**src/rtl/vbring_pkg.sv**
```systemverilog
// Package: shared constants and the cyclic-span helper of the command ring.
// Assumes opcode byte at bits 7:0 and completion-steering byte at bits 15:8.
package vbring_pkg;

    localparam int PHASE_BIT   = 7;   // phase flag inside the opcode byte
    localparam int DCA_EN_BIT  = 15;  // steering enable in byte 1
    localparam int DCA_IDX_LSB = 8;   // steering index low bit in byte 1
    localparam int DCA_IDX_W   = 4;   // steering index width

    // Distance from first (included) to last (excluded) on an index space
    // of twice the ring size.
    function automatic int unsigned ring_span(input int unsigned first,
                                              input int unsigned last,
                                              input int unsigned slots);
        if (first <= last)
            return last - first;
        else
            return (2 * slots) - (first - last);
    endfunction

endpackage

```
**src/rtl/vbring_slot_store.sv**
```systemverilog
// Module: header-word storage for every ring slot, with byte-enabled writes
// and one asynchronous read port. Assumes HDR_W is a multiple of 8.
module vbring_slot_store #(
    parameter int SLOTS = 8,
    parameter int HDR_W = 64,
    localparam int IDX_W = $clog2(SLOTS),
    localparam int BYTES = HDR_W / 8
) (
    input  logic             clk,
    input  logic             rst_n,
    input  logic             wr_en,
    input  logic [IDX_W-1:0] wr_slot,
    input  logic [BYTES-1:0] wr_be,
    input  logic [HDR_W-1:0] wr_data,
    input  logic [IDX_W-1:0] rd_slot,
    output logic [HDR_W-1:0] rd_hdr
);

    logic [HDR_W-1:0] mem [SLOTS];
    logic [SLOTS-1:0] slot_sel;

    // Per-slot write select decode.
    for (genvar s = 0; s < SLOTS; s++) begin : g_sel
        assign slot_sel[s] = wr_en && (wr_slot == IDX_W'(s));
    end

    // Byte-enabled write of the selected slot; cleared at reset.
    always_ff @(posedge clk) begin
        for (int s = 0; s < SLOTS; s++) begin
            if (!rst_n) begin
                mem[s] <= '0;
            end else if (slot_sel[s]) begin
                for (int b = 0; b < BYTES; b++) begin
                    if (wr_be[b])
                        mem[s][b*8 +: 8] <= wr_data[b*8 +: 8];
                end
            end
        end
    end

    // Read port feeding the consumer.
    assign rd_hdr = mem[rd_slot];

endmodule

```
**src/rtl/vbring_producer.sv**
```systemverilog
// Module: follows the software producer index from opcode-byte writes and
// derives the free-slot count. Assumes software fills slots in order.
module vbring_producer #(
    parameter int SLOTS = 8,
    localparam int IDX_W = $clog2(SLOTS),
    localparam int PTR_W = IDX_W + 1
) (
    input  logic             clk,
    input  logic             rst_n,
    input  logic             wr_en,
    input  logic [IDX_W-1:0] wr_slot,
    input  logic             wr_op_byte,
    input  logic             wr_phase,
    input  logic [PTR_W-1:0] cons_idx,
    output logic [PTR_W-1:0] prod_idx,
    output logic [PTR_W-1:0] free_slots
);

    logic        advance;
    int unsigned span;

    // Free space from the cyclic distance between the two indices.
    always_comb begin
        span = vbring_pkg::ring_span({{(32-PTR_W){1'b0}}, cons_idx},
                                     {{(32-PTR_W){1'b0}}, prod_idx},
                                     SLOTS);
        free_slots = PTR_W'(SLOTS - span);
    end

    // An in-order opcode write of the current producer phase publishes a slot.
    assign advance = wr_en && wr_op_byte
                  && (wr_slot == prod_idx[IDX_W-1:0])
                  && (wr_phase == ~prod_idx[IDX_W])
                  && (free_slots != '0);

    // Producer index register with wrap bit.
    always_ff @(posedge clk) begin
        if (!rst_n)
            prod_idx <= '0;
        else if (advance)
            prod_idx <= prod_idx + PTR_W'(1);
    end

endmodule

```
**src/rtl/vbring_consumer.sv**
```systemverilog
// Module: consumes the slot at the consumer index when its phase flag matches
// the lap polarity and the engine is ready; registers the command strobe.
module vbring_consumer #(
    parameter int SLOTS = 8,
    parameter int HDR_W = 64,
    localparam int IDX_W = $clog2(SLOTS),
    localparam int PTR_W = IDX_W + 1
) (
    input  logic             clk,
    input  logic             rst_n,
    input  logic [HDR_W-1:0] rd_hdr,
    input  logic             exec_ready,
    output logic [PTR_W-1:0] cons_idx,
    output logic             exec_valid,
    output logic [IDX_W-1:0] exec_slot,
    output logic [HDR_W-1:0] exec_hdr
);

    logic take;

    // Expected phase is the inverse of the wrap bit: 1 on lap 0.
    assign take = exec_ready && (rd_hdr[vbring_pkg::PHASE_BIT] == ~cons_idx[IDX_W]);

    // Consumer index and registered command strobe.
    always_ff @(posedge clk) begin
        if (!rst_n) begin
            cons_idx   <= '0;
            exec_valid <= 1'b0;
            exec_slot  <= '0;
            exec_hdr   <= '0;
        end else begin
            exec_valid <= take;
            if (take) begin
                cons_idx  <= cons_idx + PTR_W'(1);
                exec_slot <= cons_idx[IDX_W-1:0];
                exec_hdr  <= rd_hdr;
            end
        end
    end

endmodule

```
**src/rtl/vbring_cmd_ring.sv**
```systemverilog
// Module: top of the phase-bit command ring. Software writes header words;
// slots are consumed in order by phase flag and leave as a strobe.
// Assumes SLOTS is a power of two and HDR_W covers at least two bytes.
module vbring_cmd_ring #(
    parameter int SLOTS = 8,
    parameter int HDR_W = 64,
    localparam int IDX_W = $clog2(SLOTS),
    localparam int PTR_W = IDX_W + 1,
    localparam int BYTES = HDR_W / 8
) (
    input  logic                           clk,
    input  logic                           rst_n,
    input  logic                           wr_en,
    input  logic [IDX_W-1:0]               wr_slot,
    input  logic [BYTES-1:0]               wr_be,
    input  logic [HDR_W-1:0]               wr_data,
    input  logic                           exec_ready,
    output logic                           exec_valid,
    output logic [IDX_W-1:0]               exec_slot,
    output logic [7:0]                     exec_verb,
    output logic                           exec_dca_en,
    output logic [vbring_pkg::DCA_IDX_W-1:0] exec_dca_idx,
    output logic [HDR_W-1:0]               exec_hdr,
    output logic [PTR_W-1:0]               cons_idx,
    output logic [PTR_W-1:0]               prod_idx,
    output logic [PTR_W-1:0]               free_slots
);

    logic [HDR_W-1:0] rd_hdr;

    vbring_slot_store #(.SLOTS(SLOTS), .HDR_W(HDR_W)) u_store (
        .clk     (clk),
        .rst_n   (rst_n),
        .wr_en   (wr_en),
        .wr_slot (wr_slot),
        .wr_be   (wr_be),
        .wr_data (wr_data),
        .rd_slot (cons_idx[IDX_W-1:0]),
        .rd_hdr  (rd_hdr)
    );

    vbring_producer #(.SLOTS(SLOTS)) u_prod (
        .clk        (clk),
        .rst_n      (rst_n),
        .wr_en      (wr_en),
        .wr_slot    (wr_slot),
        .wr_op_byte (wr_be[0]),
        .wr_phase   (wr_data[vbring_pkg::PHASE_BIT]),
        .cons_idx   (cons_idx),
        .prod_idx   (prod_idx),
        .free_slots (free_slots)
    );

    vbring_consumer #(.SLOTS(SLOTS), .HDR_W(HDR_W)) u_cons (
        .clk        (clk),
        .rst_n      (rst_n),
        .rd_hdr     (rd_hdr),
        .exec_ready (exec_ready),
        .cons_idx   (cons_idx),
        .exec_valid (exec_valid),
        .exec_slot  (exec_slot),
        .exec_hdr   (exec_hdr)
    );

    // Field views of the consumed header word.
    assign exec_verb    = exec_hdr[7:0];
    assign exec_dca_en  = exec_hdr[vbring_pkg::DCA_EN_BIT];
    assign exec_dca_idx = exec_hdr[vbring_pkg::DCA_IDX_LSB +: vbring_pkg::DCA_IDX_W];

endmodule

```
**config.mk**
```make
export PLATFORM = sky130hd
export DESIGN_NAME = vbring_cmd_ring
export DESIGN_NICKNAME = d
export VERILOG_FILES = /design/src/rtl/vbring_pkg.sv /design/src/rtl/vbring_slot_store.sv /design/src/rtl/vbring_producer.sv /design/src/rtl/vbring_consumer.sv /design/src/rtl/vbring_cmd_ring.sv
export SDC_FILE = /design/constraint.sdc
export NUM_CORES = 1
export LEC_CHECK = 0
export CAP_MARGIN = 40
export CORE_MARGIN = 1.5
export CORE_UTILIZATION = 45
export CTS_BUF_LIST = sky130_fd_sc_hd__clkbuf_4
export DETAILED_ROUTE_END_ITERATION = 8
export PLACE_DENSITY_LB_ADDON = 0.12
export SYNTH_ARGS = -nofsm -noshare
export SYNTH_HDL_FRONTEND = slang
export SYNTH_SLANG_ARGS = --single-unit
```
**constraint.sdc**
```tcl
create_clock -name clk -period 4.78 [get_ports clk]
set_clock_uncertainty 0.15 [all_clocks]
set_input_delay 0.956 -clock clk [delete_from_list [all_inputs] [get_ports clk]]
set_output_delay 0.956 -clock clk [all_outputs]
set_load 0.02 [all_outputs]
```
# [After elaboration in Yosys (flattened, before gate mapping)]
# Memory sizes are Yosys's and may differ from the RTL's. A register that Yosys moved wholly into a read port is not among the register bits.
# Cells that the tools add are included.
# Widths: inputs -> output; s select.
[word_totals] regBits=76 latch_bits=0 ram_bits=512 rom_bits=0 inputBits=79 elab_cells=372 mem_count=1
[mem_list] name="u_store.mem" depth=8 width=64 rd=1 rd_ports_with_merged_regs=1 write_ports=8 line="vbring_slot_store.sv:19" source="logic [HDR_W-1:0] mem [SLOTS];"
[op_classes] n_addsub=6 mul=0 div_mod_pow=0 magnitude_cmp=1 n_eq_ne=10 shifts=0 muxes=268 bitwise=66 reduce_logical=15
[op_table] op="$mux 8" n=64
[op_table] op="$mux 1" n=201
[op_table] op="$or 1x1->1" n=64
[op_table] op="$logic_and 1x1->1" n=13
[op_table] op="$eq 3x3->1 const B" n=4
[op_table] op="$add 4x1->4 const B" n=2
[op_table] op="$sub 4x4->4" n=2
[op_table] op="$eq 3x2->1 const B" n=2
[op_table] op="$mux 3" n=2
[op_table] op="$le 4x4->1" n=1
[op_table] op="$mux 4" n=1
[op_table] op="$reduce_bool 4->1" n=1
[op_table] op="$sub 1x4->4 const A" n=1
[op_table] op="$sub 4x4->4 const A" n=1
[op_table] op="$eq 3x1->1 const B" n=1
[op_table] op="$eq 3x3->1" n=1
[op_table] op="$logic_not 3->1" n=1
[op_table] op="$eq 1x1->1" n=2
[op_table] op="$not 1->1" n=2

# [Depth between registers and ports, before layout]
[depth] ltp_word=6 mapped_depth=10

# [Cells and area by module]
# A second synthesis with hierarchy kept.
[hier_totals] cells_unflattened=1906 area_unflattened_um2=26419.1
[modules_own_cells] module="vbring_slot_store" n_inst=1 cells_per_inst=1532 area_each_um2=23027.1
[modules_own_cells] module="vbring_consumer" n_inst=1 cells_per_inst=310 area_each_um2=2851.5
[modules_own_cells] module="vbring_producer" n_inst=1 cells_per_inst=51 area_each_um2=442.9
[modules_own_cells] module="vbring_cmd_ring" n_inst=1 cells_per_inst=13 area_each_um2=97.6

# [Worst setup path after synthesis]
# No wires, ideal clock.
[synth_timing] kind="register -> output" startpoint="register u_prod.prod_idx[0]" endpoint="output free_slots[3]" arrival_ns=2.213 path_slack_ns=1.461 stages_incl_launch_ff=8 n_path_buf=0 cell_sequence="dfxtp_1 inv_1 ha_1 fa_1 xor2_1 and4_1 or2_2 xor2_1"
[synth_between] elab_chain_cells=4
[synth_rtl] element="from (decl)" line="vbring_producer.sv:15" source="output logic [PTR_W-1:0] prod_idx,"
[synth_rtl] element="from (signal assigned)" line="vbring_producer.sv:41" source="prod_idx <= prod_idx + PTR_W'(1);"
[synth_rtl] element="$sub 4x4->4" line="vbring_pkg.sv:18" source="return (2 * slots) - (first - last);"
[synth_rtl] element="$sub 1x4->4" line="vbring_pkg.sv:18"
[synth_rtl] element="$mux 4 *" line="vbring_pkg.sv:15" source="if (first <= last)"
[synth_rtl] element="$sub 4x4->4 *" line="vbring_producer.sv:27" source="free_slots = PTR_W'(SLOTS - span);"
[synth_rtl] element="to (decl)" line="vbring_cmd_ring.sv:26" source="output logic [PTR_W-1:0] free_slots"
# Mark *: on every way between the ends. The rest lies on a longest branch, timed or not.

# [Final worst setup path]
# Same ends and word-level chain as after synthesis.

==> impl_results.md <==
* Fin crit share at 95.77%
* Fraction of layout cells with a size suffix above 1 at 19.48%
* Routed vias/inst at 5.368
* Clock Power Share at 39.1%
* Final core occ at 53.84%
* Synth area leaders: edfxtp_1 58%, and2_1 12%, mux4_2 11%, dfxtp_1 6.0%, mux2i_1 2.8%
* Worst slew pin tran at 919.9 ps
* H-tree depth at 4
* Port Buffers at 171
* Setup WS pre-CTS at 837.2 ps
* Clock Latency Late Sink at 1020 ps
* Power share of the combinational group at 10.7%
* Max Cap Violations at 0
* Vias in the first global route at 16.49k
* Flop pwr share at 50.2%
* Clock transition at path regs at 60 ps
* Rel. slew slack at 38.67%
* Top cell type's share of synthesized area at 57.88%
* Root buffer cell: clkbuf_4
* Power Total at 12050 uW
* Post-route ant nets at 0
* Leakage at 0.01151 uW
* Final nets at 2178
* DR vias at 16.03k
* Final WL at 68670 um
* Crit end category: output pin
* Hold buffers post-CTS at 0
* Yosys cell types at 39
* Worst Hold Class: in -> reg
* Setup CP Type: reg -> out
* Placed wire-length estimate at 43120 um
* DRC violations left at 0
* Net Switching at 2921 uW
* VDD IR max at 0.0002136 V
* First-iteration detailed-routing DRC count at 1189
* All-Layer GR Usage at 23.41%
* Internal power at 9128 uW
* Startpoint Class: register
* Post-synth net total at 1915
* GRT Residual Overflow at 0
* Placeable Area at 58030 um^2
* Highest fanout seen on the critical path at 6
* Synthesized cell area at 26560 um^2
* Register area share after synthesis at 63.83%
* Worst setup margin at 202.0 ps
* Hold Vio Cnt, Final at 0
* Die Ht at 246.0 um
* Crit path DAT at 3470 ps
* FMAX at 218.4 MHz
* Initial Utilization at 45.78%
* Wire per inst at 22.99 um
* Chip Width at 246.0 um
* Status: complete, no violations
* CP Data Required Time at 3670 ps
* Max-slew violation total from the final report at 0
* Num CTS Buffers at 158
* Maximum root-to-sink buffer count at 3
* Switching share of power at 24.24%
* Row count at 88
* Gpl congestion at 0.7873
* Min Hold Slack at 314.0 ps
* Die area at 60500 um^2
* Final setup viols at 0
* Minimum clock period at 4578 ps
* #FFs+latches synth at 591
* PwrDens at 385.7 nW/um^2
* R2R Setup Slk at 1480 ps
* Global-route wire length before repair at 102600 um
* Layout area overhead at 17.61%
* Yosys top cell by area: edfxtp_1
* Initial antenna violation count at 5
* Largest net degree at the start of global routing at 107
* Pre-antenna DRT Iters at 5
* Synth Area per Inst at 14.53 um^2
* Post-synthesis cell count at 1828
* Top Ports at 172
* Ys Warns at 0
* Clock tree sinks at 591
* CTS tree: done
==> cells in the mapped netlist <==
library cell  instances
nor4b_1               1
nand3b_1              1
buf_1                14
o311ai_0              1
nand4b_1              1
o21ai_0               3
and4_1                1
edfxtp_1            512
dfxtp_1              79
nor2b_1               3
xnor2_2               1
xnor2_1               2
buf_2                21
nor3_1                5
nor2_1               72
or2_2                 1
nand3_1              68
o41ai_1               1
a31oi_1               1
buf_4                15
and2_1              514
xnor3_1               1
nand2b_1              5
and3_1                4
clkbuf_1             47
mux4_2              127
inv_1                 7
ha_1                  7
fa_1                  1
buf_6                 3
a21boi_0              1
nand2_1             159
o2111a_1              1
xor2_1                5
o211a_1              63
nand4_1               3
o21bai_1              1
a21oi_1               1
mux2i_1              75
==> registers in the layout (all words and copies together) (netlist names), named ones only <==
signal and count:
u_cons.cons_idx 4, u_store.mem 512, u_cons.exec_hdr 64, u_cons.exec_valid 1, u_prod.prod_idx 4, u_cons.exec_slot 3
==> power groups by stage <==
stage               Combinational (uW)  Clock, uW  Sequential, uW
detailed placement                1310          0            6160
global route                      1390       5120            6080
floorplan                          737          0            6170
global placement                  1290          0            6140
CTS                               1310       4840            6050
finish                            1290       4710            6050
==> what timing repair did <==
action / in CTS / in global routing
gates resized for setup: 2 / 2
endpoints found under the setup margin: 1 / 2
buffers inserted: 0 / 0
==> worst paths after layout <==
| kind | end | depth (start not counted) | startpoint |
|---|---|---|---|
| worst max-delay path | free_slots[3] | 8 | u_prod.prod_idx[0] |
| worst min-delay path | u_cons.exec_hdr[41] | 2 | rst_n |
| worst max register to register | u_cons.exec_hdr[63] | 7 | register |
| worst min register to register | u_cons.exec_hdr[59] | 1 | u_cons.exec_hdr[59] |
==> critical path, stage by stage, from the launching register on <==
cell,delay [ps]
dfxtp_1,440
inv_1,90
ha_1,210
fa_1,400
xor2_1,190
and4_1,220
or2_2,300
xor2_2,260
clkdlybuf4s15_1,340
==> cell usage in the layout (no fill, tap or decap), types with 2 or more instances in the layout <==
| master | n |
|---|---|
| ha_1 | 7 |
| bufinv_16 | 5 |
| clkbuf_4 | 250 |
| buf_4 | 29 |
| buf_12 | 2 |
| and3_1 | 4 |
| dfxtp_4 | 3 |
| o211a_1 | 63 |
| nand3_1 | 68 |
| mux2i_1 | 75 |
| diode_2 | 9 |
| inv_1 | 7 |
| nand2b_1 | 5 |
| nor2b_1 | 3 |
| nor3_2 | 2 |
| nor2_1 | 72 |
| nand2_1 | 159 |
| xor2_1 | 4 |
| o21ai_0 | 3 |
| xnor2_1 | 2 |
| nor3_1 | 3 |
| inv_2 | 2 |
| clkdlybuf4s50_1 | 167 |
| clkinvlp_4 | 3 |
| edfxtp_1 | 512 |
| clkinv_1 | 21 |
| dfxtp_1 | 76 |
| mux4_2 | 127 |
| nand4_1 | 3 |
| and2_1 | 513 |
==> cells by family after synthesis <==
kind of cell / synth area share [%]
buffers and inverters: 1.908
AND/OR/NAND/NOR: 17.25
XOR/XNOR: 0.3768
AO/OA/AOI/OAI: 2.638
adder cells (fa/ha/maj): 0.4051
flip-flops: 63.83
multiplexers: 13.59
==> area by class of cell <==
type | count | area, um^2
inverters | 7 | 26.28
flip-flops and latches | 591 | 16970
well taps | 765 | 957.2
repair buffers | 203 | 1996
clock inverters | 32 | 264.0
diodes | 9 | 22.52
multi-input cells | 1130 | 9133
clock buffers | 250 | 1877
fillers | 4806 | 26780
==> per-layer routing <==
metal / global-route usage [%] / up-vias / routed length (um) / part of all wire (%)
met4: 7.867 / 4 / 1273 / 1.9
li1: - / 7338 / - / -
met2: 37.71 / 565 / 33500 / 49
met5: 0 / - / 26 / 0.038
met3: 6.177 / 93 / 5044 / 7.3
met1: 30.75 / 8033 / 28830 / 42
==> through the flow <==
stage | setup TNS [ps] | cells | cell area [um^2]
CTS | 0 | 2978 | 31220
detailed placement | 0 | 2696 | 29070
global placement | 0 | 2694 | 29020
finish | 0 | 2987 | 31240
floorplan | 0 | 1828 | 26560
global route | -37.65 | 2984 | 31240
(Power assumes the default switching activity.)
